$ cat src/rtl/guard_crc_pkg.sv
package guard_crc_pkg;
  typedef enum logic {
    GMODE_SHORT = 1'b0,
    GMODE_LONG  = 1'b1
  } gmode_e;

  localparam int unsigned BYTE_W  = 8;
  localparam int unsigned SHORT_W = 16;
  localparam int unsigned LONG_W  = 64;

  localparam logic [SHORT_W-1:0] SHORT_POLY = 16'h8BB7;
  localparam logic [LONG_W-1:0]  LONG_POLY_REFL = 64'h9A6C_9329_AC4B_C9B5;
endpackage

$ cat src/rtl/gcrc_step.sv
module gcrc_step #(
  parameter int unsigned W       = 16,
  parameter int unsigned BW      = 8,
  parameter logic [W-1:0] POLY   = '0,
  parameter bit          REFLECT = 1'b0
) (
  input  logic [W-1:0]  crc_i,
  input  logic [BW-1:0] byte_i,
  output logic [W-1:0]  crc_o
);
  localparam int unsigned TOP = W - 1;
  localparam int unsigned BOT = W - BW;

  generate
    if (REFLECT) begin : g_lsb_first
      always_comb begin
        logic [W-1:0] c;
        c = crc_i;
        c[BW-1:0] = c[BW-1:0] ^ byte_i;
        for (int k = 0; k < BW; k++) begin
          c = c[0] ? ((c >> 1) ^ POLY) : (c >> 1);
        end
        crc_o = c;
      end
    end else begin : g_msb_first
      always_comb begin
        logic [W-1:0] c;
        c = crc_i;
        c[TOP:BOT] = c[TOP:BOT] ^ byte_i;
        for (int k = 0; k < BW; k++) begin
          c = c[TOP] ? ((c << 1) ^ POLY) : (c << 1);
        end
        crc_o = c;
      end
    end
  endgenerate
endmodule

$ cat src/rtl/gcrc_finish.sv
module gcrc_finish #(
  parameter int unsigned SW = 16,
  parameter int unsigned LW = 64
) (
  input  logic          long_i,
  input  logic [LW-1:0] crc_i,
  output logic [LW-1:0] guard_o
);
  always_comb begin
    if (long_i) guard_o = ~crc_i;
    else        guard_o = {{(LW-SW){1'b0}}, crc_i[SW-1:0]};
  end
endmodule

$ cat src/rtl/guard_crc_engine.sv
module guard_crc_engine
  import guard_crc_pkg::*;
#(
  parameter int unsigned BW = BYTE_W,
  parameter int unsigned SW = SHORT_W,
  parameter int unsigned LW = LONG_W,
  parameter logic [SW-1:0] SPOLY = SHORT_POLY,
  parameter logic [LW-1:0] LPOLY = LONG_POLY_REFL
) (
  input  logic          clk,
  input  logic          rst_n,
  input  logic          mode_i,
  input  logic          start_i,
  input  logic          valid_i,
  input  logic [BW-1:0] data_i,
  input  logic          last_i,
  output logic          done_o,
  output logic [LW-1:0] guard_o
);
  localparam logic [LW-1:0] SEED_LONG  = '1;
  localparam logic [LW-1:0] SEED_SHORT = '0;

  // reset: asserted asynchronously, released on a clock edge
  logic rst_meta_n, rst_sync_n;
  always_ff @(posedge clk or negedge rst_n) begin
    if (!rst_n) begin
      rst_meta_n <= 1'b0;
      rst_sync_n <= 1'b0;
    end else begin
      rst_meta_n <= 1'b1;
      rst_sync_n <= rst_meta_n;
    end
  end

  logic [LW-1:0] crc_q, crc_d, base;
  gmode_e        mode_q, mode_d;
  logic          done_q, done_d;
  logic          crc_en;
  logic [SW-1:0] step_s;
  logic [LW-1:0] step_l;

  // next state
  always_comb begin
    mode_d = start_i ? gmode_e'(mode_i) : mode_q;
    if (start_i) base = (gmode_e'(mode_i) == GMODE_LONG) ? SEED_LONG : SEED_SHORT;
    else         base = crc_q;
    if (valid_i) crc_d = (mode_d == GMODE_LONG) ? step_l : {{(LW-SW){1'b0}}, step_s};
    else         crc_d = base;
    crc_en = start_i | valid_i;
    done_d = valid_i & last_i;
  end

  gcrc_step #(.W(SW), .BW(BW), .POLY(SPOLY), .REFLECT(1'b0)) u_step_short (
    .crc_i (base[SW-1:0]),
    .byte_i(data_i),
    .crc_o (step_s)
  );

  gcrc_step #(.W(LW), .BW(BW), .POLY(LPOLY), .REFLECT(1'b1)) u_step_long (
    .crc_i (base),
    .byte_i(data_i),
    .crc_o (step_l)
  );

  // registers
  always_ff @(posedge clk or negedge rst_sync_n) begin
    if (!rst_sync_n) begin
      crc_q  <= '0;
      mode_q <= GMODE_SHORT;
      done_q <= 1'b0;
    end else begin
      if (crc_en) begin
        crc_q  <= crc_d;
        mode_q <= mode_d;
      end
      done_q <= done_d;
    end
  end

  gcrc_finish #(.SW(SW), .LW(LW)) u_finish (
    .long_i (mode_q == GMODE_LONG),
    .crc_i  (crc_q),
    .guard_o(guard_o)
  );

  assign done_o = done_q;
endmodule

$ cat config.mk
export PLATFORM = sky130hd
export DESIGN_NAME = guard_crc_engine
export DESIGN_NICKNAME = d
export VERILOG_FILES = /design/src/rtl/guard_crc_pkg.sv /design/src/rtl/gcrc_step.sv /design/src/rtl/gcrc_finish.sv /design/src/rtl/guard_crc_engine.sv
export SDC_FILE = /design/constraint.sdc
export NUM_CORES = 1
export LEC_CHECK = 0
export BUFFER_PORTS_ARGS = -buffer_cell sky130_fd_sc_hd__clkbuf_2
export CORE_MARGIN = 1.5
export CORE_UTILIZATION = 47
export CTS_BUF_LIST = sky130_fd_sc_hd__clkbuf_16
export CTS_CLUSTER_DIAMETER = 120
export CTS_CLUSTER_SIZE = 8
export DETAILED_ROUTE_END_ITERATION = 16
export GPL_TIMING_DRIVEN = 0
export PLACE_DENSITY = 0.73
export SLEW_MARGIN = 20
export SYNTH_ARGS = -nofsm -noshare
export SYNTH_HDL_FRONTEND = slang
export SYNTH_HIERARCHICAL = 1
export SYNTH_SLANG_ARGS = --single-unit
$ cat constraint.sdc
create_clock -name clk -period 2.9 [get_ports clk]
set_clock_uncertainty 0.15 [all_clocks]
set_input_delay 0.87 -clock clk [delete_from_list [all_inputs] [get_ports clk]]
set_output_delay 0.87 -clock clk [all_outputs]
set_load 0.05 [all_outputs]
==> impl_metrics.json, run 1 <==
{
  "status": "finished with violations",
  "violations": "negative setup slack",
  "start_kind": "input pin",
  "path_buf_inv": 5,
  "worstPathMaxFanout": 7,
  "power_density_nw_per_um2": 1525,
  "slowest_delay_ns": 0.50,
  "fin_cells": 1095,
  "min_period_ns": 3.327,
  "worst_pin_slew_ns": 0.6745,
  "timing.fmax_mhz": 300.5,
  "hp-class": "reg2async",
  "placed_area_um2": 7251,
  "path_clk_slew_ns": 0.06,
  "preCtsSetupSlack_ns": -1.410,
  "comb_power_share": 0.812,
  "die_x_um": 119.7,
  "synth-seq-area-share": 0.2657,
  "grt_pass1_vias": 6293,
  "whs_ns": 0.1288,
  "avgSynthCellArea_um2": 9.111,
  "diodes": 0,
  "cts.path.max_buffers": 2,
  "h-tree-depth": 3,
  "timing.final.crit_share": 1.147,
  "setup_violations": 51,
  "fin_nets": 928,
  "switching_share": 0.4645,
  "routed_wirelength_um": 26460,
  "worstPathCellList": "clkbuf_16, buf_12, clkbuf_16, o21ai_4, xnor2_4, buf_12, xor2_4, buf_8, xnor3_2, xnor2_2, nor2b_1, a221o_1, a2bb2oi_2",
  "syn_inst": 703,
  "required_ns": 3.04,
  "pwr-share-seq": 0.105,
  "dr.pass1.iters": 6,
  "cts_tree": "done",
  "crit_type": "in2reg",
  "port_buffers": 78,
  "clk-insertion-delay-late_ns": 0.36,
  "p_clk_frac": 0.082,
  "vias_per_cell": 6.003,
  "finish.instance_area_um2": 9892,
  "drtIter0Drc": 709,
  "ctsHoldBuffers": 0,
  "power.switching_mw": 7.005,
  "worst_slack_ns": -0.4273,
  "relSlewSlack": 0.5456,
  "cts_buffers": 9,
  "detail-route-antenna-nets": 0,
  "die_area_um2": 14340,
  "grt_overflow": 0,
  "grt_max_degree": 38,
  "grt_usage": 0.3222,
  "regToRegStartpoint": "crc_q[2]$_DFFE_PN0P_",
  "r2r-end": "crc_q[8]$_DFFE_PN0P_",
  "synth_warnings": 6,
  "start_util": 0.4817,
  "grt_antenna_before_repair": 0,
  "p_int_mw": 8.077,
  "io-pin-count": 79,
  "fin_tns_setup_ns": -10.35,
  "drc_errors": 0,
  "maxSlewViolCount": 0,
  "p_total_mw": 15.08,
  "final_util": 0.7440,
  "syn_to_final_growth_pct": 54.44,
  "clockRootBuffer": "clkbuf_16",
  "grt_pass1_wl_um": 34860,
  "p_leak_nw": 4.652,
  "syn_area_um2": 6405,
  "drive_gt1_frac": 0.4461,
  "syn-num-nets": 717,
  "rsz0062_at_grt": "yes",
  "synth_cell_types": 36,
  "place.gp.congestion": 0.9296,
  "yosys_register_bits": 68,
  "num_vias": 6573,
  "hold_violations": 0,
  "crit_path_end_kind": "flip-flop",
  "hpwl_um": 13050,
  "placedCellCount": 958,
  "wire_per_inst_um": 24.16,
  "die_h_um": 119.7,
  "crit_path_start": "start_i",
  "r2r_slack_ns": 0.04,
  "worst_path_max_delay_cell": "xnor3_2",
  "arrival_ns": 3.47,
  "core-area_um2": 13300,
  "cts_sinks": 68,
  "placementRows": 42,
  "critPathTopFamily": "XOR/XNOR gates",
  "cap_violations": 0,
  "reg2reg_depth": 11,
  "peakVddDrop_uv": 824.1
}
## cells by family (layout without fill, tap and decap cells)
logic type                count (synthesis)  after routing  synth area share
xor gates and xnor gates                186            186            0.3614
and+or+nand+nor                         165            165            0.1393
AOI/OAI and AO/OA                       162            162            0.1489
buffers and inverters                   120            336           0.08244
DFF                                      68             68            0.2657
other                                     1              1         0.0005855
muxes                                     1              1          0.001758
## power groups by stage
stage | clock [mW] | combinational (mW) | sequential, mW
after global placement | 0 | 7.23 | 1.58
after floorplan | 0 | 5.96 | 1.49
final | 1.24 | 12.3 | 1.59
after global routing | 1.28 | 12.6 | 1.62
after detailed placement | 0 | 7.29 | 1.57
after CTS | 1.23 | 9.50 | 1.56
## worst max path at each step
stage | endpoint | slack, ns | cells after the start
floorplan | crc_q[8]$_DFFE_PN0P_ | -0.60 | 11
finish | crc_q[8]$_DFFE_PN0P_ | -0.43 | 13
global route | crc_q[8]$_DFFE_PN0P_ | -0.45 | 13
detailed placement | crc_q[9]$_DFFE_PN0P_ | -1.41 | 12
global placement | crc_q[9]$_DFFE_PN0P_ | -1.37 | 12
CTS | crc_q[11]$_DFFE_PN0P_ | -0.22 | 12
## synth_stat cells
| cell | instances | share of area |
|---|---|---|
| a21oi_1 | 48 | 0.038 |
| a221o_1 | 16 | 0.025 |
| a2bb2oi_1 | 16 | 0.022 |
| and2_1 | 1 | 0.00098 |
| and2b_1 | 40 | 0.047 |
| buf_1 | 4 | 0.0023 |
| buf_12 | 1 | 0.0031 |
| buf_2 | 16 | 0.013 |
| buf_4 | 1 | 0.0012 |
| buf_6 | 5 | 0.0088 |
| clkbuf_1 | 24 | 0.014 |
| clkinv_1 | 1 | 0.00059 |
| conb_1 | 1 | 0.00059 |
| dfrtp_1 | 68 | 0.27 |
| inv_1 | 68 | 0.040 |
| mux2_2 | 1 | 0.0018 |
| nand2_1 | 6 | 0.0035 |
| nand3_1 | 44 | 0.034 |
| nor2_1 | 48 | 0.028 |
| nor2b_1 | 24 | 0.023 |
| o21a_1 | 1 | 0.0012 |
| o21ai_0 | 80 | 0.063 |
| o21ai_1 | 1 | 0.00078 |
| or2_1 | 1 | 0.00098 |
| or2_2 | 1 | 0.00098 |
| xnor2_1 | 92 | 0.13 |
| xnor2_2 | 9 | 0.023 |
| xnor2_4 | 7 | 0.030 |
| xnor3_1 | 18 | 0.063 |
| xnor3_2 | 3 | 0.011 |
| xnor3_4 | 1 | 0.0041 |
| xor2_1 | 44 | 0.060 |
| xor2_2 | 4 | 0.010 |
| xor2_4 | 3 | 0.013 |
| xor3_1 | 1 | 0.0037 |
| xor3_4 | 4 | 0.017 |
## area by class of cell
class | count | area, um2
tap | 176 | 220.2
clock buffer | 9 | 225.2
buffer | 51 | 340.3
sequential | 68 | 1705
multi-input combinational | 515 | 5393
fill | 810 | 3403
timing repair buffer | 200 | 1650
inverter | 69 | 259.0
clock inverter | 7 | 98.84
## sequential cells by signal, summed over array words and instances, names as in the netlist
signal / flops
mode_q: 1
crc_q: 64
rst_meta_n: 1
rst_sync_n: 1
done_o: 1
## cell usage in the layout (no fill, tap or decap), drive strengths merged, types with 2 or more instances in the layout
| cell | instances |
|---|---|
| a21oi | 48 |
| or2 | 2 |
| nor2b | 24 |
| nand2 | 6 |
| xnor2 | 108 |
| xnor3 | 22 |
| a2bb2oi | 16 |
| buf | 148 |
| a221o | 16 |
| o21ai | 81 |
| inv | 69 |
| nor2 | 48 |
| dfrtp | 68 |
| nand3 | 44 |
| and2b | 40 |
| bufinv | 2 |
| clkbuf | 112 |
| xor2 | 51 |
| xor3 | 5 |
| clkinv | 4 |
## routing by layer
| layer | up-vias | track usage | routed length, um | share of wire |
|---|---|---|---|---|
| li1 | 2714 | - | - | - |
| met1 | 3148 | 0.3875 | 9490 | 0.36 |
| met2 | 507 | 0.5251 | 12630 | 0.48 |
| met3 | 204 | 0.08650 | 2169 | 0.082 |
| met4 | 0 | 0.1786 | 2173 | 0.082 |
| met5 | - | 0 | 0 | 0 |
## repair_timing
item | CTS | global route
resized for setup | 107 | 119
endpoints found under the hold margin | 0 | 0
setup endpoints to repair | 59 | 51
setup buffers | 88 | 42
pin swaps | 84 | 76
cloned | 1 | 0
No activity file was read; power rests on OpenSTA's default activity.
==> run 2, diff against run 1 <==
--- a/config.mk
+++ b/config.mk
@@ -19,3 +19,4 @@
 export SYNTH_HDL_FRONTEND = slang
 export SYNTH_HIERARCHICAL = 1
 export SYNTH_SLANG_ARGS = --single-unit
+export TNS_END_PERCENT = 50
==> impl_metrics.json, run 2 (synthesis results as in run 1) <==
{
  "placementRows": 42,
  "status": "finished with violations",
  "rsz0062_at_grt": "yes",
  "seqCellArea_um2": 1705,
  "timing.final.crit_share": 1.199,
  "worst_slack_ns": -0.5775,
  "cts_sinks": 68,
  "setup_violations": 57,
  "grt_pass1_wl_um": 34580,
  "worstPathMaxFanout": 5,
  "layout_common_cells": "buf_4 (83), clkbuf_2 (78), inv_1 (71), dfrtp_1 (67), o21ai_0 (66)",
  "peakVddDrop_uv": 761.2,
  "start_kind": "input pin",
  "p_total_mw": 14.31,
  "routed_wirelength_um": 25510,
  "die_x_um": 119.7,
  "drive_gt1_frac": 0.4263,
  "regToRegStartpoint": "crc_q[2]$_DFFE_PN0P_",
  "num_vias": 6494,
  "h-tree-depth": 3,
  "syn_to_final_growth_pct": 51.24,
  "r2r_slack_ns": -0.07,
  "timing.fmax_mhz": 287.6,
  "dr.pass1.iters": 6,
  "diodes": 0,
  "reg2reg_depth": 11,
  "min_period_ns": 3.477,
  "critPathTopFamily": "XOR/XNOR gates",
  "wire_per_inst_um": 23.09,
  "clk-insertion-delay-late_ns": 0.35,
  "clockRootBuffer": "clkbuf_16",
  "fill_cells": 816,
  "crit_type": "in2reg",
  "ctsHoldBuffers": 0,
  "power_density_nw_per_um2": 1477,
  "relSlewSlack": 0.5142,
  "detail-route-antenna-nets": 0,
  "whs_ns": 0.1137,
  "cts.path.max_buffers": 2,
  "worstPathCellList": "clkbuf_16, buf_12, clkbuf_16, buf_4, o21ai_4, xnor2_4, xor3_4, xor2_4, xor3_1, nor2b_1, a221o_1, a2bb2oi_2",
  "hold_violations": 0,
  "final_util": 0.7286,
  "p_leak_nw": 4.595,
  "required_ns": 3.03,
  "multiInputGateArea_um2": 5213,
  "grt_antenna_before_repair": 0,
  "path_clk_slew_ns": 0.06,
  "slowest_delay_ns": 0.64,
  "die_area_um2": 14340,
  "cts_buffers": 9,
  "core-area_um2": 13300,
  "drtIter0Drc": 639,
  "grt_overflow": 0,
  "grt_usage": 0.3224,
  "layout_commonest_cell": "buf_4",
  "arrival_ns": 3.60,
  "crit_top_cell": "clkbuf_16",
  "crit_path_end_kind": "flip-flop",
  "hpwl_um": 13300,
  "io-pin-count": 79,
  "grt_pass1_vias": 6221,
  "worst_path_max_delay_cell": "xor3_4",
  "worst_pin_slew_ns": 0.7287,
  "path_buf_inv": 4,
  "die_h_um": 119.7,
  "port_buffers": 78,
  "fin_nets": 939,
  "cts_tree": "done",
  "vias_per_cell": 5.877,
  "maxSlewViolCount": 0,
  "start_util": 0.4817,
  "violations": "negative setup slack",
  "place.gp.congestion": 0.9204,
  "cap_violations": 0,
  "top_register": "crc_q",
  "drc_errors": 0,
  "hp-class": "reg2async",
  "r2r-end": "crc_q[0]$_DFFE_PN0P_",
  "largest_reg_flops": 64,
  "grt_max_degree": 40,
  "fin_tns_setup_ns": -15.42
}
-- run 2: cell count changes in the layout (fill, tap and decap cells not counted), moves of 5 or more --
cell	before	now
xnor2_2	44	37
buf_4	66	83
nand3_2	13	8
xnor2_1	35	46
buf_6	47	42
-- run 2: per-layer routing --
metal | track usage | up-vias | wire, um | part of all wire
met1 | 0.3855 | 3127 | 9059 | 0.36
met5 | 0 | - | 0 | 0
met2 | 0.5269 | 467 | 12290 | 0.48
met4 | 0.2247 | 0 | 2080 | 0.082
met3 | 0.05846 | 170 | 2078 | 0.081
li1 | - | 2730 | - | -
-- run 2: layout make-up --
type | instances | area share
Tap cell | 176 | 0.02273
Timing Repair Buffer | 211 | 0.1757
Multi-Input combinational cell | 515 | 0.5381
Buffer | 51 | 0.03462
Clock buffer | 9 | 0.02325
Inverter | 69 | 0.02674
Sequential cell | 68 | 0.1761
Clock inverter | 6 | 0.002842
-- run 2: how the worst max path moves through the flow --
stage,from,end,slack [ns],depth (start not counted)
4_1_cts,start_i,crc_q[7]$_DFFE_PN0P_,-0.25,13
3_3_place_gp,start_i,crc_q[9]$_DFFE_PN0P_,-1.37,12
6_report,start_i,crc_q[0]$_DFFE_PN0P_,-0.58,12
2_1_floorplan,start_i,crc_q[8]$_DFFE_PN0P_,-0.60,11
3_5_place_dp,start_i,crc_q[9]$_DFFE_PN0P_,-1.39,12
5_1_grt,start_i,crc_q[0]$_DFFE_PN0P_,-0.58,12
-- run 2: stage by stage --
stage,worst slack [ns],instance area [um2],std cells
after detailed placement,-1.391,7251,958
after global placement,-1.368,7227,957
final,-0.5775,9687,1105
after floorplan,-0.6017,6616,703
after global routing,-0.5806,9687,1105
after CTS,-0.2550,8949,1069
-- run 2: report_power, final --
| part | leakage, nW | internal, mW | switching (mW) | total, mW |
|---|---|---|---|---|
| Sequential | 0.822 | 1.29 | 0.301 | 1.59 |
| Clock | 0.133 | 0.559 | 0.426 | 0.985 |
| Combinational | 3.64 | 5.82 | 5.92 | 11.7 |
| Total | 4.59 | 7.66 | 6.65 | 14.3 |
-- run 2: timing repair --
item / CTS / global route
endpoints found under the setup margin: 58 / 55
gates resized for setup: 108 / 86
setup buffers: 96 / 44
gates cloned: 1 / 0
pin swaps: 82 / 73
==> run 3, diff against run 2 <==
--- a/config.mk
+++ b/config.mk
@@ -5,7 +5,7 @@
 export SDC_FILE = /design/constraint.sdc
 export NUM_CORES = 1
 export LEC_CHECK = 0
-export BUFFER_PORTS_ARGS = -buffer_cell sky130_fd_sc_hd__clkbuf_2
+export BUFFER_PORTS_ARGS = -buffer_cell sky130_fd_sc_hd__buf_2
 export CORE_MARGIN = 1.5
 export CORE_UTILIZATION = 47
 export CTS_BUF_LIST = sky130_fd_sc_hd__clkbuf_16
==> impl_metrics.json, run 3 (synthesis results as in run 1) <==
{
  "status": "finished with violations",
  "violations": "negative setup slack",
  "comb_power_share": 0.809,
  "start_kind": "input pin",
  "wire_per_inst_um": 22.45,
  "fin_tns_setup_ns": -12.20,
  "seqCellArea_um2": 1705,
  "grt_max_degree": 37,
  "peakVddDrop_uv": 720.7,
  "drtIter0Drc": 681,
  "port_buffers": 78,
  "die_x_um": 119.7,
  "path_clk_slew_ns": 0.06,
  "p_int_mw": 7.487,
  "layout_common_cells": "buf_2 (92), buf_4 (80), inv_1 (71), o21ai_0 (69), dfrtp_1 (67)",
  "die_h_um": 119.7,
  "maxSlewViolCount": 0,
  "dr.pass1.iters": 5,
  "grt_overflow": 0,
  "largest_reg_flops": 64,
  "worstPathMaxFanout": 5,
  "cts_buffers": 9,
  "setup_violations": 53,
  "worstPathCellList": "buf_8, buf_12, clkbuf_16, o21ai_4, xnor2_4, buf_6, xor3_4, xnor3_2, xnor2_2, nor2b_1, a221o_1, a2bb2oi_2",
  "place.gp.congestion": 0.9083,
  "worst_path_max_delay_cell": "xor3_4",
  "detail-route-antenna-nets": 0,
  "crit_path_start": "start_i",
  "fill_cells": 855,
  "p_clk_frac": 0.078,
  "crit_type": "in2reg",
  "timing.fmax_mhz": 297.4,
  "top_register": "crc_q",
  "pwr-share-seq": 0.113,
  "grt_usage": 0.3141,
  "multiInputGateArea_um2": 5104,
  "fin_nets": 930,
  "switching_share": 0.4645,
  "hpwl_um": 13000,
  "timing.final.crit_share": 1.159,
  "critPathTopFamily": "XOR/XNOR gates",
  "slowest_delay_ns": 0.49,
  "cts_sinks": 68,
  "core-area_um2": 13300,
  "start_util": 0.4817,
  "grt_pass1_wl_um": 33750,
  "clk-insertion-delay-late_ns": 0.36,
  "hold_violations": 0,
  "cts_tree": "done",
  "clockRootBuffer": "clkbuf_16",
  "drive_gt1_frac": 0.4083,
  "grt_antenna_before_repair": 0,
  "crit_path_end_kind": "flip-flop",
  "diodes": 0,
  "power.switching_mw": 6.496,
  "relSlewSlack": 0.3991,
  "syn_to_final_growth_pct": 48.41,
  "p_total_mw": 13.98,
  "die_area_um2": 14340,
  "routed_wirelength_um": 24630,
  "regToRegStartpoint": "crc_q[2]$_DFFE_PN0P_",
  "vias_per_cell": 5.782,
  "preCtsSetupSlack_ns": -1.395,
  "grt_pass1_vias": 6028,
  "num_vias": 6343,
  "hp-class": "in2async",
  "cap_violations": 0,
  "worst_pin_slew_ns": 0.8919,
  "worst_slack_ns": -0.4622,
  "h-tree-depth": 3,
  "io-pin-count": 79,
  "drc_errors": 0,
  "rsz0062_at_grt": "yes",
  "path_buf_inv": 4,
  "ctsHoldBuffers": 0,
  "power_density_nw_per_um2": 1471,
  "placementRows": 42,
  "layout_commonest_cell": "buf_2",
  "cts.path.max_buffers": 2,
  "required_ns": 3.03,
  "p_leak_nw": 4.521,
  "arrival_ns": 3.49,
  "min_period_ns": 3.362
}
run 3: changes by cell type in the layout (fill, tap and decap cells not counted), moves of 5 or more:
cell / previous run / this run
buf_2: 15 / 92
clkbuf_2: 78 / 1
buf_6: 42 / 35
xnor2_1: 46 / 52
buf_8: 3 / 8
run 3: what timing repair did:
action,CTS,global route
resized for setup,101,76
buffers inserted,92,43
gates cloned,1,0
pin swaps,78,74
endpoints found under the setup margin,59,55
hold endpoints to repair,0,0
run 3: metal layers:
| layer | GRT usage | share of wire |
|---|---|---|
| met1 | 0.3846 | 0.37 |
| met5 | 0 | 0 |
| met4 | 0.1949 | 0.074 |
| met2 | 0.5183 | 0.48 |
| met3 | 0.05228 | 0.075 |
run 3: worst reg2reg max path, stage by stage, from the launching register on:
cell	delay, ns
dfrtp_1	0.39
inv_1	0.13
o21ai_4	0.10
xnor2_4	0.24
buf_6	0.13
xor3_4	0.49
xnor3_2	0.45
xnor2_2	0.24
nor2b_1	0.08
a221o_1	0.31
a2bb2oi_2	0.11
run 3: layout make-up:
class                           instances  share of cell area
Timing Repair Buffer                  203              0.1694
Clock inverter                          7            0.005660
Clock buffer                            9             0.02369
Tap cell                              176             0.02317
Sequential cell                        68              0.1794
Buffer                                 50             0.03449
Inverter                               69             0.02725
Multi-Input combinational cell        515              0.5369
run 3: power groups by stage:
stage          logic, mW  registers, mW  clock network, mW
4_1_cts             9.45           1.56               1.08
6_report            11.3           1.58               1.09
2_1_floorplan       5.96           1.49                  0
3_3_place_gp        7.23           1.58                  0
3_5_place_dp        7.29           1.58                  0
5_1_grt             11.6           1.62               1.13
run 3: stage by stage:
step                hold WS (ns)    util  cell area [um2]  instances
finish                    0.1374  0.7149             9505       1097
global route              0.1381  0.7149             9505       1097
global placement          0.1843  0.5436             7227        957
floorplan                 0.1812       -             6616        703
CTS                       0.1345  0.6666             8862       1065
detailed placement        0.1510  0.5454             7251        958
run 3: path summary, 6_finish.rpt:
check,end,slack (ns),cells past startpoint
worst max-delay path,crc_q[8]$_DFFE_PN0P_,-0.46,12
worst min-delay path,rst_sync_n$_DFF_PN0_,0.14,1
worst max register to register,crc_q[8]$_DFFE_PN0P_,-0.01,10
worst min register to register,crc_q[53]$_DFFE_PN0P_,0.14,0
max in group asynchronous,crc_q[32]$_DFFE_PN0P_,1.90,1
min in group clk,rst_sync_n$_DFF_PN0_,0.20,0
